[config.mk]
export PLATFORM = sky130hd
export DESIGN_NAME = elastic_pair_buf
export DESIGN_NICKNAME = d
export VERILOG_FILES = /design/src/rtl/ebuf_pkg.sv /design/src/rtl/ebuf_ctrl.sv /design/src/rtl/ebuf_slots.sv /design/src/rtl/elastic_pair_buf.sv
export SDC_FILE = /design/constraint.sdc
export NUM_CORES = 1
export LEC_CHECK = 0
export CORE_ASPECT_RATIO = 0.75
export CORE_MARGIN = 5
export CORE_UTILIZATION = 29
export DETAILED_ROUTE_END_ITERATION = 16
export SLEW_MARGIN = 25
export SYNTH_ARGS = -nofsm -noshare
export SYNTH_HDL_FRONTEND = slang
export SYNTH_SLANG_ARGS = --single-unit
[constraint.sdc]
create_clock -name clk -period 1.6 [get_ports clk]
set_input_delay 0.24 -clock clk [delete_from_list [all_inputs] [get_ports clk]]
set_output_delay 0.24 -clock clk [all_outputs]
set_load 0.01 [all_outputs]
[src/rtl/ebuf_pkg.sv]
package ebuf_pkg;

    // Encoding is {in_stall, out_valid}: the state bits are the channel outputs.
    typedef enum logic [1:0] {
        OCC_EMPTY = 2'b00,
        OCC_HALF  = 2'b01,
        OCC_FULL  = 2'b11
    } occ_e;

    typedef struct packed {
        occ_e occ;
    } ctrl_st_t;

    function automatic occ_e occ_from_count(input int n);
        occ_e r;
        case (n)
            1:       r = OCC_HALF;
            2:       r = OCC_FULL;
            default: r = OCC_EMPTY;
        endcase
        return r;
    endfunction

endpackage

[src/rtl/ebuf_ctrl.sv]
module ebuf_ctrl
    import ebuf_pkg::*;
#(
    parameter int INIT_OCC = 0
) (
    input  logic clk,
    input  logic rst,
    input  logic in_valid,
    input  logic out_stall,
    output logic out_valid,
    output logic in_stall,
    output logic load_head,
    output logic load_tail,
    output logic head_from_tail
);

    localparam occ_e RST_OCC = occ_from_count(INIT_OCC);

    ctrl_st_t st_d, st_q;
    logic     in_xfer, out_xfer;

    assign out_valid = st_q.occ[0];
    assign in_stall  = st_q.occ[1];

    always_comb begin
        st_d           = st_q;
        load_head      = 1'b0;
        load_tail      = 1'b0;
        head_from_tail = 1'b0;
        in_xfer        = in_valid & ~in_stall;
        out_xfer       = out_valid & ~out_stall;
        case (st_q.occ)
            OCC_EMPTY: begin
                if (in_xfer) begin
                    load_head = 1'b1;
                    st_d.occ  = OCC_HALF;
                end
            end
            OCC_HALF: begin
                if (in_xfer && out_xfer) begin
                    load_head = 1'b1;
                end else if (in_xfer) begin
                    load_tail = 1'b1;
                    st_d.occ  = OCC_FULL;
                end else if (out_xfer) begin
                    st_d.occ  = OCC_EMPTY;
                end
            end
            OCC_FULL: begin
                if (out_xfer) begin
                    head_from_tail = 1'b1;
                    st_d.occ       = OCC_HALF;
                end
            end
            default: st_d.occ = OCC_EMPTY;
        endcase
    end

    always_ff @(posedge clk) begin
        if (rst) st_q.occ <= RST_OCC;
        else     st_q     <= st_d;
    end


    full_hold_chk: assert property (@(posedge clk) disable iff (rst)
        (in_stall && out_stall) |=> (in_stall && out_valid));


    empty_open_chk: assert property (@(posedge clk) disable iff (rst)
        !out_valid |-> !in_stall);

endmodule

[src/rtl/ebuf_slots.sv]
module ebuf_slots #(
    parameter int          W         = 8,
    parameter logic [W-1:0] INIT_HEAD = '0,
    parameter logic [W-1:0] INIT_TAIL = '0
) (
    input  logic         clk,
    input  logic         rst,
    input  logic [W-1:0] in_data,
    input  logic         load_head,
    input  logic         load_tail,
    input  logic         head_from_tail,
    output logic [W-1:0] head,
    output logic [W-1:0] tail
);

    typedef struct packed {
        logic [W-1:0] head;
        logic [W-1:0] tail;
    } slot_st_t;

    slot_st_t sl_d, sl_q;

    always_comb begin
        sl_d = sl_q;
        if (load_head)      sl_d.head = in_data;
        if (head_from_tail) sl_d.head = sl_q.tail;
        if (load_tail)      sl_d.tail = in_data;
    end

    always_ff @(posedge clk) begin
        if (rst) begin
            sl_q.head <= INIT_HEAD;
            sl_q.tail <= INIT_TAIL;
        end else begin
            sl_q <= sl_d;
        end
    end

    assign head = sl_q.head;
    assign tail = sl_q.tail;


    one_write_chk: assert property (@(posedge clk) disable iff (rst)
        $countones({load_head, head_from_tail, load_tail}) <= 1);

endmodule

[src/rtl/elastic_pair_buf.sv]
module elastic_pair_buf #(
    parameter int           W         = 8,
    parameter int           INIT_OCC  = 0,
    parameter logic [W-1:0] INIT_HEAD = '0,
    parameter logic [W-1:0] INIT_TAIL = '0
) (
    input  logic         clk,
    input  logic         rst,
    input  logic         in_valid,
    input  logic [W-1:0] in_data,
    output logic         in_stall,
    output logic         out_valid,
    output logic [W-1:0] out_data,
    input  logic         out_stall
);

    logic         load_head, load_tail, head_from_tail;
    logic [W-1:0] tail;

    ebuf_ctrl #(.INIT_OCC(INIT_OCC)) ctrl_i (
        .clk            (clk),
        .rst            (rst),
        .in_valid       (in_valid),
        .out_stall      (out_stall),
        .out_valid      (out_valid),
        .in_stall       (in_stall),
        .load_head      (load_head),
        .load_tail      (load_tail),
        .head_from_tail (head_from_tail)
    );

    ebuf_slots #(.W(W), .INIT_HEAD(INIT_HEAD), .INIT_TAIL(INIT_TAIL)) slots_i (
        .clk            (clk),
        .rst            (rst),
        .in_data        (in_data),
        .load_head      (load_head),
        .load_tail      (load_tail),
        .head_from_tail (head_from_tail),
        .head           (out_data),
        .tail           (tail)
    );


    retry_hold_chk: assert property (@(posedge clk) disable iff (rst)
        (out_valid && out_stall) |=> (out_valid && $stable(out_data)));


    order_chk: assert property (@(posedge clk) disable iff (rst)
        (in_stall && !out_stall) |=> (out_valid && !in_stall && out_data == $past(tail)));


    accept_chk: assert property (@(posedge clk) disable iff (rst)
        (in_valid && !in_stall) |=> out_valid);

endmodule

After elaboration in Yosys (flattened, before gate mapping)
Cells that the tools add are included.
{"block": "totals", "ramBits": 0, "memories": 0, "rom_bits": 0, "latchBits": 0, "register_bits": 18, "out_inout_bits": 10, "wordCells": 32}
{"block": "op_classes", "multipliers": 0, "magnitude_cmp": 0, "n_addsub": 0, "mux": 15, "shift": 0, "eq_ne": 6, "n_reduce_logical": 4, "bitwise": 4, "div": 0}
{"cell": "$mux 8", "count": 2}
{"cell": "$mux 2", "count": 5}
{"cell": "$mux 1", "count": 6}
{"cell": "$pmux 2 s3", "count": 1}
{"cell": "$ne 2x1->1 const B", "count": 2}
{"cell": "$reduce_and 4->1", "count": 1}
{"cell": "$ne 3x1->1 const B", "count": 1}
{"cell": "$and 1x1->1", "count": 2}
{"cell": "$eq 2x1->1 const B", "count": 1}
{"cell": "$eq 2x2->1 const B", "count": 1}
{"cell": "$logic_not 2->1", "count": 1}
{"cell": "$ne 2x2->1 const B", "count": 1}
{"cell": "$not 1->1", "count": 2}
{"cell": "$pmux 1 s2", "count": 1}
{"cell": "$reduce_bool 2->1", "count": 1}
{"cell": "$logic_and 1x1->1", "count": 1}

Longest topological paths before layout
{"block": "logic_depth", "word_depth": 7, "depth_mapped": 7}

Modules after synthesis
A second synthesis with hierarchy kept.
{"block": "hier_totals", "hier_cells": 86, "area_unflattened_um2": 867.1}
{"module": "ebuf_slots", "cells_per_inst": 61, "instances": 1, "area_per_inst_um2": 649.4}
{"module": "ebuf_ctrl", "cells_per_inst": 25, "instances": 1, "area_per_inst_um2": 217.7}

Worst setup path after synthesis
No wires, ideal clock.
{"block": "synth_path", "path_kind": "register to register", "start": "register ctrl_i.st_q[1] in the netlist's numbering", "end": "register ctrl_i.st_q[1] in the netlist's numbering", "setup_slack_ps": -108, "setup_ps": 68, "path_stages_with_launch": 7, "arrival_ps": 1641, "path_buffers": 0, "path_cell_list": "dfxtp_1 -> inv_1 -> ha_1 -> nor2_1 -> o21bai_1 -> or4b_4 -> a21oi_2"}
{"block": "synth_between", "elab_chain_cells": 5}
{"item": "start: declaration", "line_no": "ebuf_ctrl.sv:19", "text": "ctrl_st_t st_d, st_q;"}
{"item": "start signal: assignment", "line_no": "ebuf_ctrl.sv:61", "text": "else st_q <= st_d;"}
{"item": "$not 1->1", "line_no": "ebuf_ctrl.sv:30", "text": "in_xfer = in_valid & ~in_stall;"}
{"item": "$and 1x1->1", "line_no": "ebuf_ctrl.sv:30"}
{"item": "$mux 2 or $logic_and 1x1->1 (tied branches)", "line_no": "ebuf_ctrl.sv:42, ebuf_ctrl.sv:40"}
{"item": "$mux 2 or $ne 2x2->1 (tied branches)"}
{"item": "$pmux 2 s3 or $reduce_and 4->1 (tied branches)"}
Several ways; a longest one is shown, not always the timed one. The select of a mux whose other input is x is not followed.
A chain may end at the register's enable or synchronous reset.

Final worst setup path
Same ends and word-level chain as after synthesis.

==> metrics <==
status completed; Critical path origin ctrl_i.st_q[1]; port bufs 21; Setup WS post-layout 0.05994 ns; post-synthesis sequential element count 18; CTS buffer count 3; grt ovf 0; Vias per Instance 4.656; Max VDD drop 0.4389 mV; CTS tree yes; Design Power 1.458 mW; Leakage 0.5642 nW; worst reg-to-reg setup slack 0.06 ns; Post-route DRC 0; Top FF cell, synth dfxtp_1; Setup CP Type register to register; fillers 280; Seq/Total Area, Yosys 39.02%; vias in the first global route 695; Multi-input gate area 548.0 um2; share of layout cells above drive strength 1 27.20%; WL final 2131 um; syn_area_per_cell 9.929 um2; Rows 17; Synth area leader dfxtp_1; Synth area leaders dfxtp_1 (39%), mux2i_1 (17%), nor2_1 (6.9%); Post-Synthesis Cell Area 923.4 um2; Initial Utilization 30.79%; worst hold path class register to register; hold violation count in the final report 0; Async SR Flop Fraction 0%; Worst-path clk slew 0.07 ns; Max Cap Viol 0; most common cell in the netlist dfxtp_1; initial antenna violation count 0; Clock Path Buffers 2; number of synthesis warnings 0; Setup WS pre-CTS -0.1494 ns; Commonest cells post-synth dfxtp_1 (18), nor2_1 (17), mux2i_1 (16); Root Buffer clkbuf_8; reg2reg start ctrl_i.st_q[1]; die area 0.004424 mm2; top cell type's share of synthesized area 39.02%; pin slew with the least headroom to its limit 0.2760 ns; Synth cell types 27; Arr. time, crit path 1.73 ns; Final min period 1.540 ns; RSZ-0062 raised after global routing yes; Post-synth EDFFs 0; Ports 22; power per cell area 1067 mW/mm2; CP Cell Sequence inv_2, ha_2, nor2_2, o21bai_1, or4b_4, a21oi_2; storage element area 367.9 um2; Critical Path End Type register; Placed Instance Area 0.001257 mm2; DR iter-0 viols 76; layout net count 143; Synth Instances 93; hold buffers post-CTS 0; ant diodes 0; CP max-delay cell or4b_4; DRT antenna net count 0; GPL Wtd Cong 1.025; # setup viols final 0; chip width 75.16 um; setup TNS 0 ns; final worst-path cycle share 96.25%; max incr delay on CP 0.49 ns; die height 58.87 um; H-tree depth 1; area grow syn2layout 47.97%; critical path launch point type register; Clock Latency Late Sink 0.25 ns; clock sink count 18; final hold slack 0.4967 ns; slew margin rel. 81.54%; TritonRoute pass-1 iters 4; core area 0.002999 mm2; hold path start slots_i.tail[0]; pin count of the biggest net entering global routing 18; GRT Util Overall 9.586%; global-route wire length before repair 3167 um; Final Skew 0.005559 ns; post-DP HPWL 1529 um; worst endpoint required time 1.79 ns; Vias 759; Syn Nets 110; per-cell routed wire length 13.07 um; Final Slew Violations 0; finished layout cell area 0.001366 mm2; FMAX 649.3 MHz; Max FO, Critical Path 4
## sequential cells by signal, summed over array words and instances, names as in the netlist
register,cells
ctrl_i.st_q,2
slots_i.head,8
slots_i.tail,8
## cell families (layout without fill, tap and decap cells)
group / Yosys count / count (layout) / synth area share, %
buffers and inverters: 8 / 40 / 4.335
flip-flops: 18 / 18 / 39.02
AO/OA/AOI/OAI: 17 / 17 / 15.85
adder cells (fa/ha/maj): 5 / 5 / 6.775
multiplexers: 16 / 16 / 17.34
AND/OR/NAND/NOR: 29 / 29 / 16.67
## timing repair
action | 4_1_cts | 5_1_grt
endpoints found under the setup margin | 1 | 9
pin swaps | 0 | 4
resized for setup | 1 | 9
cloned | 0 | 1
buffers inserted | 0 | 1
## per-layer routing
layer	share of wire (%)	track usage (%)
met5	0	0
met2	46	14.76
met3	4.5	3.413
met4	1.1	4.489
met1	48	11.91
## path summary, 6_finish.rpt
kind / to / cells past startpoint
setup reg to reg: ctrl_i.st_q[1] / 6
hold reg to reg: slots_i.tail[0] / 2
setup / recovery: ctrl_i.st_q[1] / 6
hold / removal: slots_i.tail[0] / 2
## final cells by class
cell class	count	share of cell area (%)
well taps	38	3.480
flip-flops and latches	18	26.92
inverters	3	0.8242
repair buffers	33	25.37
clock buffers	4	3.297
multi-input cells	67	40.11
## through the flow
stage               instances  utilization [%]
detailed placement        157            41.93
finish                    163            45.56
floorplan                  93                -
global placement          157            41.93
CTS                       161            43.51
global route              163            45.56
## report_power, final
part | switching [mW] | leakage [nW] | internal (mW)
clock network | 0.141 | 0.0228 | 0.177
registers | 0.0387 | 0.149 | 0.514
logic | 0.259 | 0.392 | 0.328
## critical path: cells and delay by family, from the launching register on
family | cells | cell delay, ns
compound gates | 2 | 0.23
fa+ha+maj | 1 | 0.20
flops | 1 | 0.37
simple gates | 2 | 0.62
buf+inv | 1 | 0.06
## layout by cell type (no fill, tap or decap), types with 2 or more instances in the layout
| cell type | Yosys | layout |
|---|---|---|
| buf_4 | 0 | 8 |
| dfxtp_1 | 18 | 16 |
| nor2_1 | 17 | 16 |
| buf_12 | 0 | 2 |
| ha_1 | 5 | 2 |
| ha_2 | 0 | 3 |
| a211oi_1 | 6 | 3 |
| clkbuf_8 | 0 | 3 |
| a21oi_1 | 3 | 3 |
| inv_1 | 3 | 2 |
| nand2b_1 | 2 | 2 |
| dfxtp_4 | 0 | 2 |
| mux2i_1 | 16 | 16 |
| clkdlybuf4s50_1 | 0 | 21 |
| nor2_2 | 2 | 3 |
| nand3b_1 | 2 | 2 |
| a211oi_2 | 2 | 5 |
Note: power is estimated with default switching activity, not from simulation.
